===== config.mk =====
export PLATFORM = sky130hd
export DESIGN_NAME = tex_prefetch_cache
export DESIGN_NICKNAME = d
export VERILOG_FILES = /design/src/rtl/tc_pkg.sv /design/src/rtl/tc_ctrl.sv /design/src/rtl/tc_data.sv /design/src/rtl/tex_prefetch_cache.sv
export SDC_FILE = /design/constraint.sdc
export NUM_CORES = 1
export LEC_CHECK = 0
export BUFFER_PORTS_ARGS = -buffer_cell sky130_fd_sc_hd__buf_2
export CORE_UTILIZATION = 50
export CTS_CLUSTER_DIAMETER = 80
export CTS_CLUSTER_SIZE = 8
export DETAILED_ROUTE_END_ITERATION = 8
export PLACE_DENSITY = 0.63
export SETUP_SLACK_MARGIN = 0.1
export SYNTH_ARGS = -nofsm -noshare
export SYNTH_HDL_FRONTEND = slang
export SYNTH_HIERARCHICAL = 1
export SYNTH_SLANG_ARGS = --single-unit

===== constraint.sdc =====
create_clock -name clk -period 7.63 [get_ports clk]
set_input_delay 0 -clock clk [delete_from_list [all_inputs] [get_ports clk]]
set_output_delay 0 -clock clk [all_outputs]
set_load 0.01 [all_outputs]

===== src/rtl/tc_pkg.sv =====
package tc_pkg;

  localparam int TEXELS_PER_LINE = 4;
  localparam int OFF_W = 2;

  // Per-cycle strobes from the control to the datapath.
  typedef struct packed {
    logic push;      // enqueue the accepted request
    logic pushPend;  // its line is not yet present
    logic fill;      // a returned line is written this cycle
  } tcStrobe_t;

endpackage


===== src/rtl/tc_ctrl.sv =====
module tc_ctrl
  import tc_pkg::*;
#(
  parameter int ADDR_W    = 12,
  parameter int NUM_LINES = 8,
  parameter int NUM_MSHR  = 4,
  parameter int DEPTH     = 16,
  localparam int IDX_W  = $clog2(NUM_LINES),
  localparam int TAG_W  = ADDR_W - OFF_W - IDX_W,
  localparam int LINE_W = ADDR_W - OFF_W,
  localparam int SLOT_W = $clog2(NUM_MSHR),
  localparam int CNT_W  = $clog2(DEPTH + 1)
) (
  input  logic              clk,
  input  logic              rst,
  input  logic              reqValid,
  input  logic [ADDR_W-1:0] reqAddr,
  output logic              reqReady,
  input  logic              fifoFull,
  input  logic              popFire,
  input  logic [IDX_W-1:0]  popIdx,
  output logic              memReqValid,
  input  logic              memReqReady,
  output logic [LINE_W-1:0] memReqLine,
  output logic [SLOT_W-1:0] memReqSlot,
  input  logic              memRspValid,
  input  logic [SLOT_W-1:0] memRspSlot,
  output tcStrobe_t         strobe,
  output logic [IDX_W-1:0]  fillIdx
);

  logic [TAG_W-1:0]     tagArr   [NUM_LINES];
  logic [NUM_LINES-1:0] tagValid;
  logic [NUM_LINES-1:0] pending;
  logic [CNT_W-1:0]     refCnt   [NUM_LINES];

  logic [NUM_MSHR-1:0]  mshrBusy;
  logic [NUM_MSHR-1:0]  mshrIssued;
  logic [IDX_W-1:0]     mshrIdx  [NUM_MSHR];
  logic [LINE_W-1:0]    mshrLine [NUM_MSHR];

  logic              issueHeld;
  logic [SLOT_W-1:0] heldSlot;

  logic [IDX_W-1:0]  reqIdx;
  logic [TAG_W-1:0]  reqTag;
  logic [LINE_W-1:0] reqLine;
  logic              tagHit, locked, accept, isMiss;
  logic              freeFound, issueFound;
  logic [SLOT_W-1:0] freeSlot, pickSlot, issueSlot;

  assign reqIdx  = reqAddr[OFF_W +: IDX_W];
  assign reqTag  = reqAddr[ADDR_W-1 -: TAG_W];
  assign reqLine = reqAddr[ADDR_W-1:OFF_W];

  assign tagHit = tagValid[reqIdx] && (tagArr[reqIdx] == reqTag);
  assign locked = pending[reqIdx] || (refCnt[reqIdx] != '0);

  // Lowest free miss slot, and lowest slot still waiting to be issued.
  always_comb begin
    freeFound  = 1'b0;
    freeSlot   = '0;
    issueFound = 1'b0;
    pickSlot   = '0;
    for (int s = NUM_MSHR - 1; s >= 0; s--) begin
      if (!mshrBusy[s]) begin
        freeFound = 1'b1;
        freeSlot  = SLOT_W'(s);
      end
      if (mshrBusy[s] && !mshrIssued[s]) begin
        issueFound = 1'b1;
        pickSlot   = SLOT_W'(s);
      end
    end
  end

  // A stalled memory request keeps its slot until memory takes it.
  assign issueSlot   = issueHeld ? heldSlot : pickSlot;
  assign memReqValid = issueHeld || issueFound;
  assign memReqLine  = mshrLine[issueSlot];
  assign memReqSlot  = issueSlot;

  assign reqReady = !fifoFull && (tagHit || (!locked && freeFound));
  assign accept   = reqValid && reqReady;
  assign isMiss   = accept && !tagHit;

  assign fillIdx = mshrIdx[memRspSlot];

  always_comb begin
    strobe.push     = accept;
    strobe.fill     = memRspValid;
    strobe.pushPend = isMiss ||
                      (pending[reqIdx] && !(memRspValid && (fillIdx == reqIdx)));
  end

  always_ff @(posedge clk) begin
    if (rst) begin
      tagValid   <= '0;
      pending    <= '0;
      mshrBusy   <= '0;
      mshrIssued <= '0;
      issueHeld  <= 1'b0;
      heldSlot   <= '0;
    end else begin
      issueHeld <= memReqValid && !memReqReady;
      heldSlot  <= issueSlot;
      if (memReqValid && memReqReady) mshrIssued[issueSlot] <= 1'b1;
      if (memRspValid) begin
        pending[fillIdx]     <= 1'b0;
        mshrBusy[memRspSlot] <= 1'b0;
      end
      if (isMiss) begin
        tagArr[reqIdx]       <= reqTag;
        tagValid[reqIdx]     <= 1'b1;
        pending[reqIdx]      <= 1'b1;
        mshrBusy[freeSlot]   <= 1'b1;
        mshrIssued[freeSlot] <= 1'b0;
        mshrIdx[freeSlot]    <= reqIdx;
        mshrLine[freeSlot]   <= reqLine;
      end
    end
  end

  // Reference counts of queued entries per line index.
  generate
    for (genvar g = 0; g < NUM_LINES; g++) begin : g_ref
      logic incr, decr;
      assign incr = accept  && (reqIdx == IDX_W'(g));
      assign decr = popFire && (popIdx == IDX_W'(g));
      always_ff @(posedge clk) begin
        if (rst)               refCnt[g] <= '0;
        else if (incr && !decr) refCnt[g] <= refCnt[g] + 1'b1;
        else if (decr && !incr) refCnt[g] <= refCnt[g] - 1'b1;
      end
    end
  endgenerate

endmodule


===== src/rtl/tc_data.sv =====
module tc_data
  import tc_pkg::*;
#(
  parameter int TEXEL_W   = 16,
  parameter int ID_W      = 4,
  parameter int NUM_LINES = 8,
  parameter int DEPTH     = 16,
  parameter int MIN_DELAY = 12,
  localparam int IDX_W  = $clog2(NUM_LINES),
  localparam int PTR_W  = $clog2(DEPTH),
  localparam int CNT_W  = $clog2(DEPTH + 1),
  localparam int AGE_W  = $clog2(MIN_DELAY + 1),
  localparam int LINE_BITS = TEXELS_PER_LINE * TEXEL_W
) (
  input  logic                 clk,
  input  logic                 rst,
  input  tcStrobe_t            strobe,
  input  logic [IDX_W-1:0]     pushIdx,
  input  logic [OFF_W-1:0]     pushOff,
  input  logic [ID_W-1:0]      pushId,
  input  logic [IDX_W-1:0]     fillIdx,
  input  logic [LINE_BITS-1:0] fillData,
  output logic                 outValid,
  input  logic                 outReady,
  output logic [TEXEL_W-1:0]   outData,
  output logic [ID_W-1:0]      outId,
  output logic                 fifoFull,
  output logic                 popFire,
  output logic [IDX_W-1:0]     popIdx
);

  logic [TEXEL_W-1:0] store [NUM_LINES][TEXELS_PER_LINE];

  logic [IDX_W-1:0] eIdx  [DEPTH];
  logic [OFF_W-1:0] eOff  [DEPTH];
  logic [ID_W-1:0]  eId   [DEPTH];
  logic [AGE_W-1:0] eAge  [DEPTH];
  logic [DEPTH-1:0] ePend;

  logic [PTR_W-1:0] head, tail;
  logic [CNT_W-1:0] count;

  assign fifoFull = (count == CNT_W'(DEPTH));
  assign outValid = (count != '0) && (eAge[head] == AGE_W'(MIN_DELAY)) && !ePend[head];
  assign outData  = store[eIdx[head]][eOff[head]];
  assign outId    = eId[head];
  assign popFire  = outValid && outReady;
  assign popIdx   = eIdx[head];

  function automatic logic [PTR_W-1:0] nextPtr(input logic [PTR_W-1:0] p);
    return (p == PTR_W'(DEPTH - 1)) ? '0 : p + 1'b1;
  endfunction

  always_ff @(posedge clk) begin
    if (rst) begin
      head  <= '0;
      tail  <= '0;
      count <= '0;
      ePend <= '0;
      for (int e = 0; e < DEPTH; e++) eAge[e] <= '0;
    end else begin
      for (int e = 0; e < DEPTH; e++) begin
        if (eAge[e] != AGE_W'(MIN_DELAY)) eAge[e] <= eAge[e] + 1'b1;
        if (strobe.fill && (eIdx[e] == fillIdx)) ePend[e] <= 1'b0;
      end
      if (strobe.push) begin
        eIdx[tail]  <= pushIdx;
        eOff[tail]  <= pushOff;
        eId[tail]   <= pushId;
        eAge[tail]  <= '0;
        ePend[tail] <= strobe.pushPend;
        tail        <= nextPtr(tail);
      end
      if (popFire) head <= nextPtr(head);
      if (strobe.push && !popFire)      count <= count + 1'b1;
      else if (popFire && !strobe.push) count <= count - 1'b1;
    end
  end

  always_ff @(posedge clk) begin
    if (strobe.fill) begin
      for (int k = 0; k < TEXELS_PER_LINE; k++)
        store[fillIdx][k] <= fillData[k*TEXEL_W +: TEXEL_W];
    end
  end

endmodule


===== src/rtl/tex_prefetch_cache.sv =====
module tex_prefetch_cache
  import tc_pkg::*;
#(
  parameter int ADDR_W    = 12,
  parameter int TEXEL_W   = 16,
  parameter int ID_W      = 4,
  parameter int NUM_LINES = 8,
  parameter int NUM_MSHR  = 4,
  parameter int DEPTH     = 16,
  parameter int MIN_DELAY = 12,
  localparam int IDX_W  = $clog2(NUM_LINES),
  localparam int LINE_W = ADDR_W - OFF_W,
  localparam int SLOT_W = $clog2(NUM_MSHR)
) (
  input  logic                           clk,
  input  logic                           rst,
  input  logic                           reqValid,
  output logic                           reqReady,
  input  logic [ADDR_W-1:0]              reqAddr,
  input  logic [ID_W-1:0]                reqId,
  output logic                           outValid,
  input  logic                           outReady,
  output logic [TEXEL_W-1:0]             outData,
  output logic [ID_W-1:0]                outId,
  output logic                           memReqValid,
  input  logic                           memReqReady,
  output logic [LINE_W-1:0]              memReqLine,
  output logic [SLOT_W-1:0]              memReqSlot,
  input  logic                           memRspValid,
  input  logic [SLOT_W-1:0]              memRspSlot,
  input  logic [TEXELS_PER_LINE*TEXEL_W-1:0] memRspData
);

  tcStrobe_t        strobe;
  logic [IDX_W-1:0] fillIdx, popIdx;
  logic             fifoFull, popFire;

  tc_ctrl #(
    .ADDR_W(ADDR_W), .NUM_LINES(NUM_LINES), .NUM_MSHR(NUM_MSHR), .DEPTH(DEPTH)
  ) ctrl (
    .clk(clk), .rst(rst),
    .reqValid(reqValid), .reqAddr(reqAddr), .reqReady(reqReady),
    .fifoFull(fifoFull), .popFire(popFire), .popIdx(popIdx),
    .memReqValid(memReqValid), .memReqReady(memReqReady),
    .memReqLine(memReqLine), .memReqSlot(memReqSlot),
    .memRspValid(memRspValid), .memRspSlot(memRspSlot),
    .strobe(strobe), .fillIdx(fillIdx)
  );

  tc_data #(
    .TEXEL_W(TEXEL_W), .ID_W(ID_W), .NUM_LINES(NUM_LINES),
    .DEPTH(DEPTH), .MIN_DELAY(MIN_DELAY)
  ) data (
    .clk(clk), .rst(rst), .strobe(strobe),
    .pushIdx(reqAddr[OFF_W +: IDX_W]), .pushOff(reqAddr[OFF_W-1:0]), .pushId(reqId),
    .fillIdx(fillIdx), .fillData(memRspData),
    .outValid(outValid), .outReady(outReady), .outData(outData), .outId(outId),
    .fifoFull(fifoFull), .popFire(popFire), .popIdx(popIdx)
  );

endmodule


== Word level (Yosys, flattened, before mapping) ==
Memories as Yosys holds them, arrays and structs flattened. A register that Yosys moved wholly into a read port is not among the register bits.
Index checks and enable logic that the tools add are counted.

* Register bits after elaboration: 56
* Input port bits: 88
* Logic and storage cells: 512
* RAM bits: 868
* Memories kept: 9
* Output and inout port bits: 35

{| class="wikitable"
|+ Memories
! memory !! depth !! width !! rd ports !! clocked after memory_dff !! write ports !! line !! source
|-
| data.store || 8 || 64 || 1 || 0 || 1 || tc_data.sv:32 || <nowiki>logic [TEXEL_W-1:0] store [NUM_LINES][TEXELS_PER_LINE];</nowiki>
|-
| data.eAge || 16 || 4 || 17 || 1 || 17 || tc_data.sv:37 || <nowiki>logic [AGE_W-1:0] eAge [DEPTH];</nowiki>
|-
| data.eId || 16 || 4 || 1 || 1 || 1 || tc_data.sv:36 || <nowiki>logic [ID_W-1:0] eId [DEPTH];</nowiki>
|-
| ctrl.tagArr || 8 || 7 || 1 || 0 || 1 || tc_ctrl.sv:32 || <nowiki>logic [TAG_W-1:0] tagArr [NUM_LINES];</nowiki>
|-
| data.eIdx || 16 || 3 || 17 || 1 || 1 || tc_data.sv:34 || <nowiki>logic [IDX_W-1:0] eIdx [DEPTH];</nowiki>
|-
| ctrl.mshrLine || 4 || 10 || 1 || 0 || 1 || tc_ctrl.sv:40 || <nowiki>logic [LINE_W-1:0] mshrLine [NUM_MSHR];</nowiki>
|-
| +3 memories || - || - || - || - || - || - ||
|}

* Equal/unequal tests: 52
* Bitwise operators: 43
* Add/sub/neg operators: 36
* Multiplexer cells: 239
* $lt $le $gt $ge: 14
* Reductions and logical operators: 109

{| class="wikitable"
|+ Operators with widths
! operator !! number
|-
| $mux W1 || 163
|-
| $mux W4 || 32
|-
| $mux W5 || 18
|-
| $add A4 B1 Y4 const B || 18
|-
| $logic_and A1 B1 Y1 || 72
|-
| $ne A4 B4 Y1 const B || 16
|-
| $eq A3 B3 Y1 || 17
|-
| $mux W16 || 3
|-
| $add A5 B1 Y5 const B || 9
|-
| $sub A5 B1 Y5 const B || 9
|-
| $bmux W16 S2 || 1
|-
| $or A1 B1 Y1 || 32
|-
| $logic_not A1 Y1 || 28
|-
| $eq A3 B3 Y1 const B || 8
|-
| $mux W8 || 3
|-
| $mux W2 || 9
|-
| $bwmux W16 || 1
|-
| $or A8 B8 Y8 || 2
|-
| $eq A3 B2 Y1 const B || 4
|-
| $eq A4 B4 Y1 const B || 3
|-
| $lt A4 B5 Y1 const B || 2
|-
| $reduce_bool A5 Y1 || 2
|-
| $lt A2 B3 Y1 const B || 3
|-
| $and A4 B4 Y4 || 2
|-
| other kinds (21) || 36
|}

== Depth between registers and ports, before layout ==
Gate-level depths: netlist of run 1.

* Depth after elaboration: 16
* Depth in mapped cells: 22

== Modules after synthesis ==
Netlist of run 1, hierarchy kept.

{| class="wikitable"
|+ By module, submodules not included
! module !! instances !! cells an instance !! area an instance (um2)
|-
| tc_data || 1 || 2073 || 30780.8
|-
| tc_ctrl || 1 || 722 || 8485.6
|}

== Least setup slack after synthesis of run 1 ==
Ideal clock, no wire load.

* Path kind: register to register
* From: mem ctrl/mshrLine[3][2] in the netlist's numbering
* To: mem data/store[0][0] in the netlist's numbering (enable)
* Cell stages (with the launch flop): 6
* Data arrival time: 6095 ps
* Library setup time: 565 ps
* Path slack: 970 ps
* Clock period less this slack: 6660 ps
* Cell sequence: edfxtp_1 mux4_2 clkbuf_1 clkbuf_1 nand2b_1 nor3_1

{| class="wikitable"
|+ RTL lines
! item !! line
|-
| start: declaration || tc_ctrl.sv:40
|-
| end: declaration || tc_data.sv:32
|}

==> metrics.txt, run 1 <==
first drt pass iteration count=5; Post-DP HPWL=56.2 mm; clock share of power=0.460; I/O Buffers=approximately 120; critical path launch point type=register; syn_nets=between 2k and 3k; total CTS buffers=132; maximum root-to-sink buffer count=3; Routed Wire Length=between 90 and 100 mm; CP Buf/Inv Count=3; CTS H-tree lvls=4; cell family with most CP delay=compound AO/OA/AOI/OAI gates; Initial Utilization=0.506; Net Sw Power=between 2 and 3 mW; Rel. slew slack=0.212; Primary FF master, synth=edfxtp_1; Final ANT Viol Nets=0; reg-to-reg startpoint=ctrl/refCnt[7][2]$_DFFE_PP_; CTS tree=built; Top Ports=between 100 and 150; routability cong.=roughly 0.81; clk_skew=around 35 ps; Post-Synthesis Cells=~2.8k; share of the yosys chip area belonging to registers=0.669; initial antenna violation count=7; Worst-Margin Slew=roughly 1200 ps; nets=3,190; num rows=a little over 100; DRC Markers=0; Seq pwr share=0.492; Post-CTS Resized=0; worst vdd ir=around 0.2 mV; crit path time final=about 5500 ps; core area=77,600 um2; final hold violations=0; die width=around 280 um; Post-CTS Setup Repair Bufs=0; Max Fclk=182 MHz; critical hold path startpoint=memRspData[20]; power density over the cells=~250 nW/um2; DIE AREA=79,700 um2; Worst Hold Class=in -> reg; largest net degree at the start of global routing=roughly 100; ys async rst share=0; total of max-cap violations=0; Crit Path Category=reg -> out; P_int=approximately 9 mW; Die Y=282 um; Warnings, synthesis=6; via count=about 24k; WL per Instance=22.7 um; Layout area overhead=16.2%; global-route wire length before repair=between 100 and 150 mm; CP cell instances=buf_4 -> mux4_1 -> nor2b_1 -> a211oi_1 -> a31oi_2 -> and2b_2 -> buf_4 -> a22oi_1 -> a22oi_1 -> nand3_1 -> buf_2; CP arrival=5480 ps; Crit Path Max Fanout=26; post-synthesis register bit count=916; Critical Path RT=between 7000 and 8000 ps; share of layout cells above drive strength 1=0.141; clock slew at reported path FFs=around 50 ps; Mapped Avg Cell Area=14.0 um2; Combinational Power Share=0.048; Via density=5.90; most common cell after layout, fill and taps aside=edfxtp_1; CTS Hold Bufs=93; switching share of power=0.220; status=finished, final reports clean; Static Leak=15.9 nW; gr usage total=0.238; RSZ-0062 raised after global routing=no; Slew Limit Fails=0; Post-synth EDFFs=around 800; Syn Std Cell Area=approximately 39,000 um2; CTS Sinks=around 900; most frequent cells in the layout=edfxtp_1, nand2_1, mux2i_1; Yosys cell types=79; Iteration-0 DRC Markers=~2.1k; worst hold slack=a little over 80 ps; Overflow after GRT=0; vias in the first global route=around 25k; clock root cell=clkbuf_16; Clk Latency, worst-skew pair=roughly 720 ps; slowest CP cell=dfxtp_2; post-route clock period utilization=0.718; final setup violating endpoints=0; CP endpoint kind=primary output; crit-path max cell delay=slightly below 800 ps; fill count=a little over 6k; Setup Total Neg Slack=0 ps
-- through the flow --
stage               cell area, um2   util  cells  power (mW)  setup slack, ps
finish                       45600  0.588   4132        11.4             2150
global route                 45600  0.588   4132        11.8             1840
CTS                          45600  0.588   4129        11.5             2030
floorplan                    39300      -   2795        6.02              970
global placement             40900  0.528   3855        6.19             2510
detailed placement           40900  0.528   3855        6.22             2470
-- path summary, 6_finish.rpt --
kind / to / slack [ps] / depth (start not counted)
setup / recovery: outData[0] / 2150 / 11
hold / removal: data/store[5][36]$_DFFE_PP_ / 80 / 2
setup reg to reg: data/count[4]$_SDFFE_PP0P_ / 2910 / 14
hold reg to reg: ctrl/tagValid[7]$_SDFFE_PP0P_ / 450 / 1
-- power groups by stage --
stage          Sequential (mW)  Combinational, mW  Clock, mW
3_5_place_dp              5.71              0.509          0
4_1_cts                   5.62              0.552       5.35
5_1_grt                   5.63              0.604       5.57
3_3_place_gp              5.71              0.487          0
6_report                  5.62              0.550       5.25
2_1_floorplan             5.70              0.317          0
-- final cells by class --
class                   instances  area, um2  share of cell area
inverters                      75        289             0.00634
diodes                          3       7.51            0.000165
clock inverters                16        309             0.00677
well taps                    1040       1300              0.0285
flip-flops and latches        916      26300               0.576
multi-input cells            1654      12100               0.265
repair buffers                263       1910              0.0420
clock buffers                 165       3430              0.0751
-- synthesized netlist by cell type, drive strengths merged, types with 4 or more instances --
master | number | area share
a211o | 4 | 0.00089
a211oi | 28 | 0.0054
a21o | 13 | 0.0025
a21oi | 53 | 0.0068
a221oi | 38 | 0.0090
a22oi | 67 | 0.013
a31oi | 47 | 0.0076
and2 | 15 | 0.0024
and3 | 7 | 0.0011
and4 | 16 | 0.0036
buf | 80 | 0.012
clkbuf | 70 | 0.0067
dfxtp | 124 | 0.063
edfxtp | 792 | 0.61
ha | 58 | 0.018
inv | 74 | 0.0071
mux2 | 13 | 0.0037
mux2i | 199 | 0.051
mux4 | 68 | 0.040
nand2 | 271 | 0.026
nand2b | 34 | 0.0054
nand3 | 157 | 0.020
nand3b | 7 | 0.0013
nand4 | 61 | 0.0097
nand4b | 5 | 0.0011
nor2 | 177 | 0.017
nor2b | 14 | 0.0024
nor3 | 40 | 0.0055
nor3b | 4 | 0.00076
nor4 | 19 | 0.0046
o211ai | 17 | 0.0033
o21ai | 53 | 0.0068
o22ai | 7 | 0.0011
or2 | 8 | 0.0013
or3 | 16 | 0.0025
or4 | 5 | 0.00096
or4b | 4 | 0.0010
xnor2 | 82 | 0.018
xor2 | 8 | 0.0018
-- state kept, by name (all words and copies together) (netlist names), 2 cells and up, named ones only --
signal	cells
data/store	512
ctrl/tagArr	56
data/eAge	64
data/eOff	32
ctrl/refCnt	40
ctrl/mshrIssued	4
ctrl/mshrLine	32
ctrl/heldSlot	2
ctrl/mshrIdx	8
data/count	5
data/head	4
ctrl/mshrBusy	4
ctrl/pending	8
data/eId	64
ctrl/tagValid	8
data/tail	4
data/eIdx	48
data/ePend	16
-- per-layer routing --
metal,wire length [um],up-vias,share of wire,GRT usage
li1,-,11100,-,-
met1,39400,12300,0.42,0.306
met2,45900,776,0.49,0.397
met3,5550,166,0.059,0.0477
met4,2860,8,0.031,0.0949
met5,56,-,0.00060,0
-- worst reg2reg max path, cell delays in order, from the launching register on --
cell and delay (ps):
edfxtp_1 500, or4_1 550, o311ai_0 400, a31oi_1 150, nor2b_1 180, o21ba_2 350, nor2_1 780, ha_1 310
inv_1 110, fa_1 420, a21o_1 180, a21oi_1 170, xnor2_1 90, or3_1 300, a21oi_1 130
-- kinds of logic (layout without fill, tap and decap cells) --
logic type               Yosys count  after routing  share of synthesized area
adder cells (fa/ha/maj)           60             60                     0.0195
buffers and inverters            225            519                     0.0256
other                              0              3                          0
AO/OA/AOI/OAI                    358            358                     0.0635
AND/OR/NAND/NOR                  866            866                      0.108
multiplexers                     280            280                     0.0944
XOR/XNOR                          90             90                     0.0201
flip-flops                       916            916                      0.669
No activity file was read; power rests on OpenSTA's default activity.
==> run 2: changes to the inputs <==
--- a/config.mk
+++ b/config.mk
@@ -5,12 +5,13 @@
 export SDC_FILE = /design/constraint.sdc
 export NUM_CORES = 1
 export LEC_CHECK = 0
+export ABC_AREA = 1
 export BUFFER_PORTS_ARGS = -buffer_cell sky130_fd_sc_hd__buf_2
 export CORE_UTILIZATION = 50
 export CTS_CLUSTER_DIAMETER = 80
 export CTS_CLUSTER_SIZE = 8
 export DETAILED_ROUTE_END_ITERATION = 8
-export PLACE_DENSITY = 0.63
+export PLACE_DENSITY = 0.66
 export SETUP_SLACK_MARGIN = 0.1
 export SYNTH_ARGS = -nofsm -noshare
 export SYNTH_HDL_FRONTEND = slang
==> constraint.sdc (replaced) <==
create_clock -name clk -period 4.9 [get_ports clk]
set_input_delay 0 -clock clk [delete_from_list [all_inputs] [get_ports clk]]
set_output_delay 0 -clock clk [all_outputs]
set_load 0.01 [all_outputs]
==> run 2 against run 1 <==
  * First-iteration DRC count rose by 49%
  * Final area rose by 6.6%
  * Routed wire length rose by 13%
  * Utilization fell by 0.68 points
==> metrics.txt, run 2 <==
vias in the first global route=29.4k (+19%); share of layout cells above drive strength 1=0.0908 (-0.0500); Post-synth EDFFs=792 (unchanged); crit path time final=approximately 4500 ps; Crit Path Max Fanout=67 (+160%); Setup Total Neg Slack=0 ps (unchanged); CP cell instances=inv_4 -> buf_4 -> nand2_1 -> nand3_1 -> nand3_1 -> nand3_4 -> buf_4 -> buf_6 -> nand3_1 -> nand2_1 -> nand2_1 -> nand3_1 -> nand3_1 -> nand2_1 -> nand2_1 -> nand2_1 -> buf_2; RSZ-0062 raised after global routing=no; status=finished, final reports clean; clk_skew=28.3 ps (-6.73 ps); syn_nets=4,243 (+44%); share of the yosys chip area belonging to registers=0.621 (-0.0474); fill count=6,855 (+13%); via count=30.3k (+24%); gr usage total=0.248 (+0.00998); Max Fclk=approximately 220 MHz; Initial Utilization=0.505 (-0.00104); ys async rst share=0 (unchanged); Syn Std Cell Area=42,300 um2 (+7.6%); Primary FF master, synth=edfxtp_1; first drt pass iteration count=5 (unchanged); final hold violations=0 (unchanged); Routed Wire Length=106 mm (+13%); Iteration-0 DRC Markers=3,092 (+49%); Crit Path Category=reg -> out; setup ws final=409 ps (-1740 ps); dpl ws=905 ps (-1560 ps); CP arrival=4490 ps (-990 ps); Biggest register=data/store; post-route clock period utilization=0.916; post-synthesis register bit count=916 (unchanged); Clk Latency, worst-skew pair=710 ps (about the same); CTS tree=built; Area contributors post-synth=edfxtp_1, nand2_1, nand3_1, dfxtp_1, inv_1; Yosys cell types=59 (-25%); Worst Hold Class=in -> reg; total of max-cap violations=0 (unchanged); clock slew at reported path FFs=50 ps (about the same); Rel. slew slack=0.282 (+0.0705); I/O Buffers=122 (unchanged); Post-Synthesis Cells=4,095 (+47%); Critical Path RT=4900 ps (-2730 ps); critical path launch point type=register; Via density=5.52 (-6.5%); biggest regs=data/store x512, data/eAge x64, data/eId x64; Post-CTS Setup Repair Bufs=0 (unchanged); worst vdd ir=0.339 mV (+69%); reg2reg path depth=23 (+9); R2R Setup Slk=910 ps (-2000 ps); Final ANT Viol Nets=0 (unchanged); Most Frequent Cell on Critical Path=nand2_1; WL per Instance=19.2 um (-15%); clock root cell=clkbuf_16; Critical Path Sink=outData[10]; DRC Markers=0 (unchanged); num rows=106 (+3.9%); most frequent cells after synthesis=nand2_1, edfxtp_1, nand3_1; sequential cell area=26,300 um2 (unchanged); Overall Power=18.2 mW (+59%); Mapped Avg Cell Area=10.3 um2 (-27%); final setup violating endpoints=0 (unchanged); routability cong.=0.881 (+8.1%); most frequent cells in the layout=nand2_1, edfxtp_1, nand3_1; Die Y=293 um (+3.7%); CTS Sinks=916 (unchanged); Worst-Margin Slew=1080 ps (-104 ps); Reg-to-Reg End=ctrl/refCnt[4][4]$_SDFFCE_PN0P_; DIE AREA=85,700 um2 (+7.6%); multi-input combinational cell area=13,200 um2 (+9.4%); Layout area overhead=15.1%; global-route wire length before repair=165 mm (+15%); Warnings, synthesis=6 (unchanged); Post-DP HPWL=60.2 mm (+7.2%); initial antenna violation count=8 (+1); largest net degree at the start of global routing=195 (+88%); most common cell after layout, fill and taps aside=nand2_1; maximum root-to-sink buffer count=3 (unchanged); Top Ports=123 (unchanged); max reg flops=512 (unchanged); CTS H-tree lvls=4 (unchanged); Final Util=0.581 (-0.00681); leading area contributor after synthesis=edfxtp_1; power density over the cells=373 nW/um2 (+49%); total CTS buffers=132 (unchanged); slowest CP cell=buf_4; die width=293 um (+3.7%); top-area cell type share of the netlist area=0.563 (-0.0429); CP endpoint kind=primary output; Overflow after GRT=0 (unchanged); nets=4,443 (+39%); Static Leak=19.5 nW (+23%); core area=83,700 um2 (+7.9%); crit-path max cell delay=530 ps (-260 ps); Slew Limit Fails=0 (unchanged); most frequent cell after synthesis=nand2_1
[run 2: cell types whose count changed in the layout (fill, tap and decap cells not counted), moves of 61 or more]
cell,delta
o21ai_0,+61
nand3_1,+455
nand3b_1,+156
nand2_1,+629
mux2i_1,-199
inv_1,+368
xor2_1,+72
[run 2: what timing repair did]
item,CTS,global route
gates resized for setup,0,2
hold buffers,89,0
endpoints found under the setup margin,0,6
hold endpoints to repair,776,0
[run 2: per-layer routing]
layer | part of all wire | GRT usage | wire length (um)
met2 | 0.47 | 0.398 | 49900
met1 | 0.43 | 0.332 | 45000
met5 | 0.00078 | 0 | 83
met4 | 0.031 | 0.102 | 3290
met3 | 0.071 | 0.0462 | 7480
[run 2: final cells by class]
class / count / area share
Clock inverter: 10 / 0.00352
Sequential cell: 916 / 0.540
Tap cell: 1134 / 0.0292
Inverter: 458 / 0.0357
Antenna cell: 1 / 0.0000515
Timing Repair Buffer: 282 / 0.0458
Multi-Input combinational cell: 2505 / 0.272
Clock buffer: 191 / 0.0734
[run 2: worst max-delay path: cells and delay by family, from the launching register on]
| kind | cells | cell delay [ps] |
|---|---|---|
| buffers and inverters | 5 | 1940 |
| DFF | 1 | 330 |
| and+or+nand+nor | 12 | 1410 |
[run 2: logic make-up (layout without fill, tap and decap cells)]
logic type,count (synthesis),count (layout),share of synthesized area
compound gates,332,332,0.0475
xor+xnor,103,103,0.0213
fa+ha+maj,60,60,0.0181
buf+inv,674,941,0.0681
flops,916,916,0.621
other cells,0,1,0
simple gates,2010,2010,0.224
[run 2: through the flow]
stage	hold WS (ps)	std cells	area, um2
after floorplan	79.3	4095	42300
after global placement	213	5205	44000
after detailed placement	211	5205	44000
after CTS	21.1	5495	48600
after global routing	58.4	5497	48600
final	72.8	5497	48600
[run 2: power by group]
part / switching [mW] / internal (mW) / leakage, nW / total (mW)
logic: 0.748 / 0.369 / 9.49 / 1.12
registers: 0.103 / 8.69 / 8.23 / 8.80
clock network: 3.19 / 5.04 / 1.80 / 8.24
total: 4.05 / 14.1 / 19.5 / 18.2
[run 2: worst min-delay path by stage]
stage,end,depth (start not counted),from
3_3_place_gp,ctrl/issueHeld$_SDFF_PP0_,2,memReqReady
3_5_place_dp,ctrl/issueHeld$_SDFF_PP0_,2,memReqReady
6_report,ctrl/issueHeld$_SDFF_PP0_,3,memReqReady
4_1_cts,ctrl/issueHeld$_SDFF_PP0_,3,memReqReady
2_1_floorplan,ctrl/issueHeld$_SDFF_PP0_,1,memReqReady
5_1_grt,ctrl/issueHeld$_SDFF_PP0_,3,memReqReady
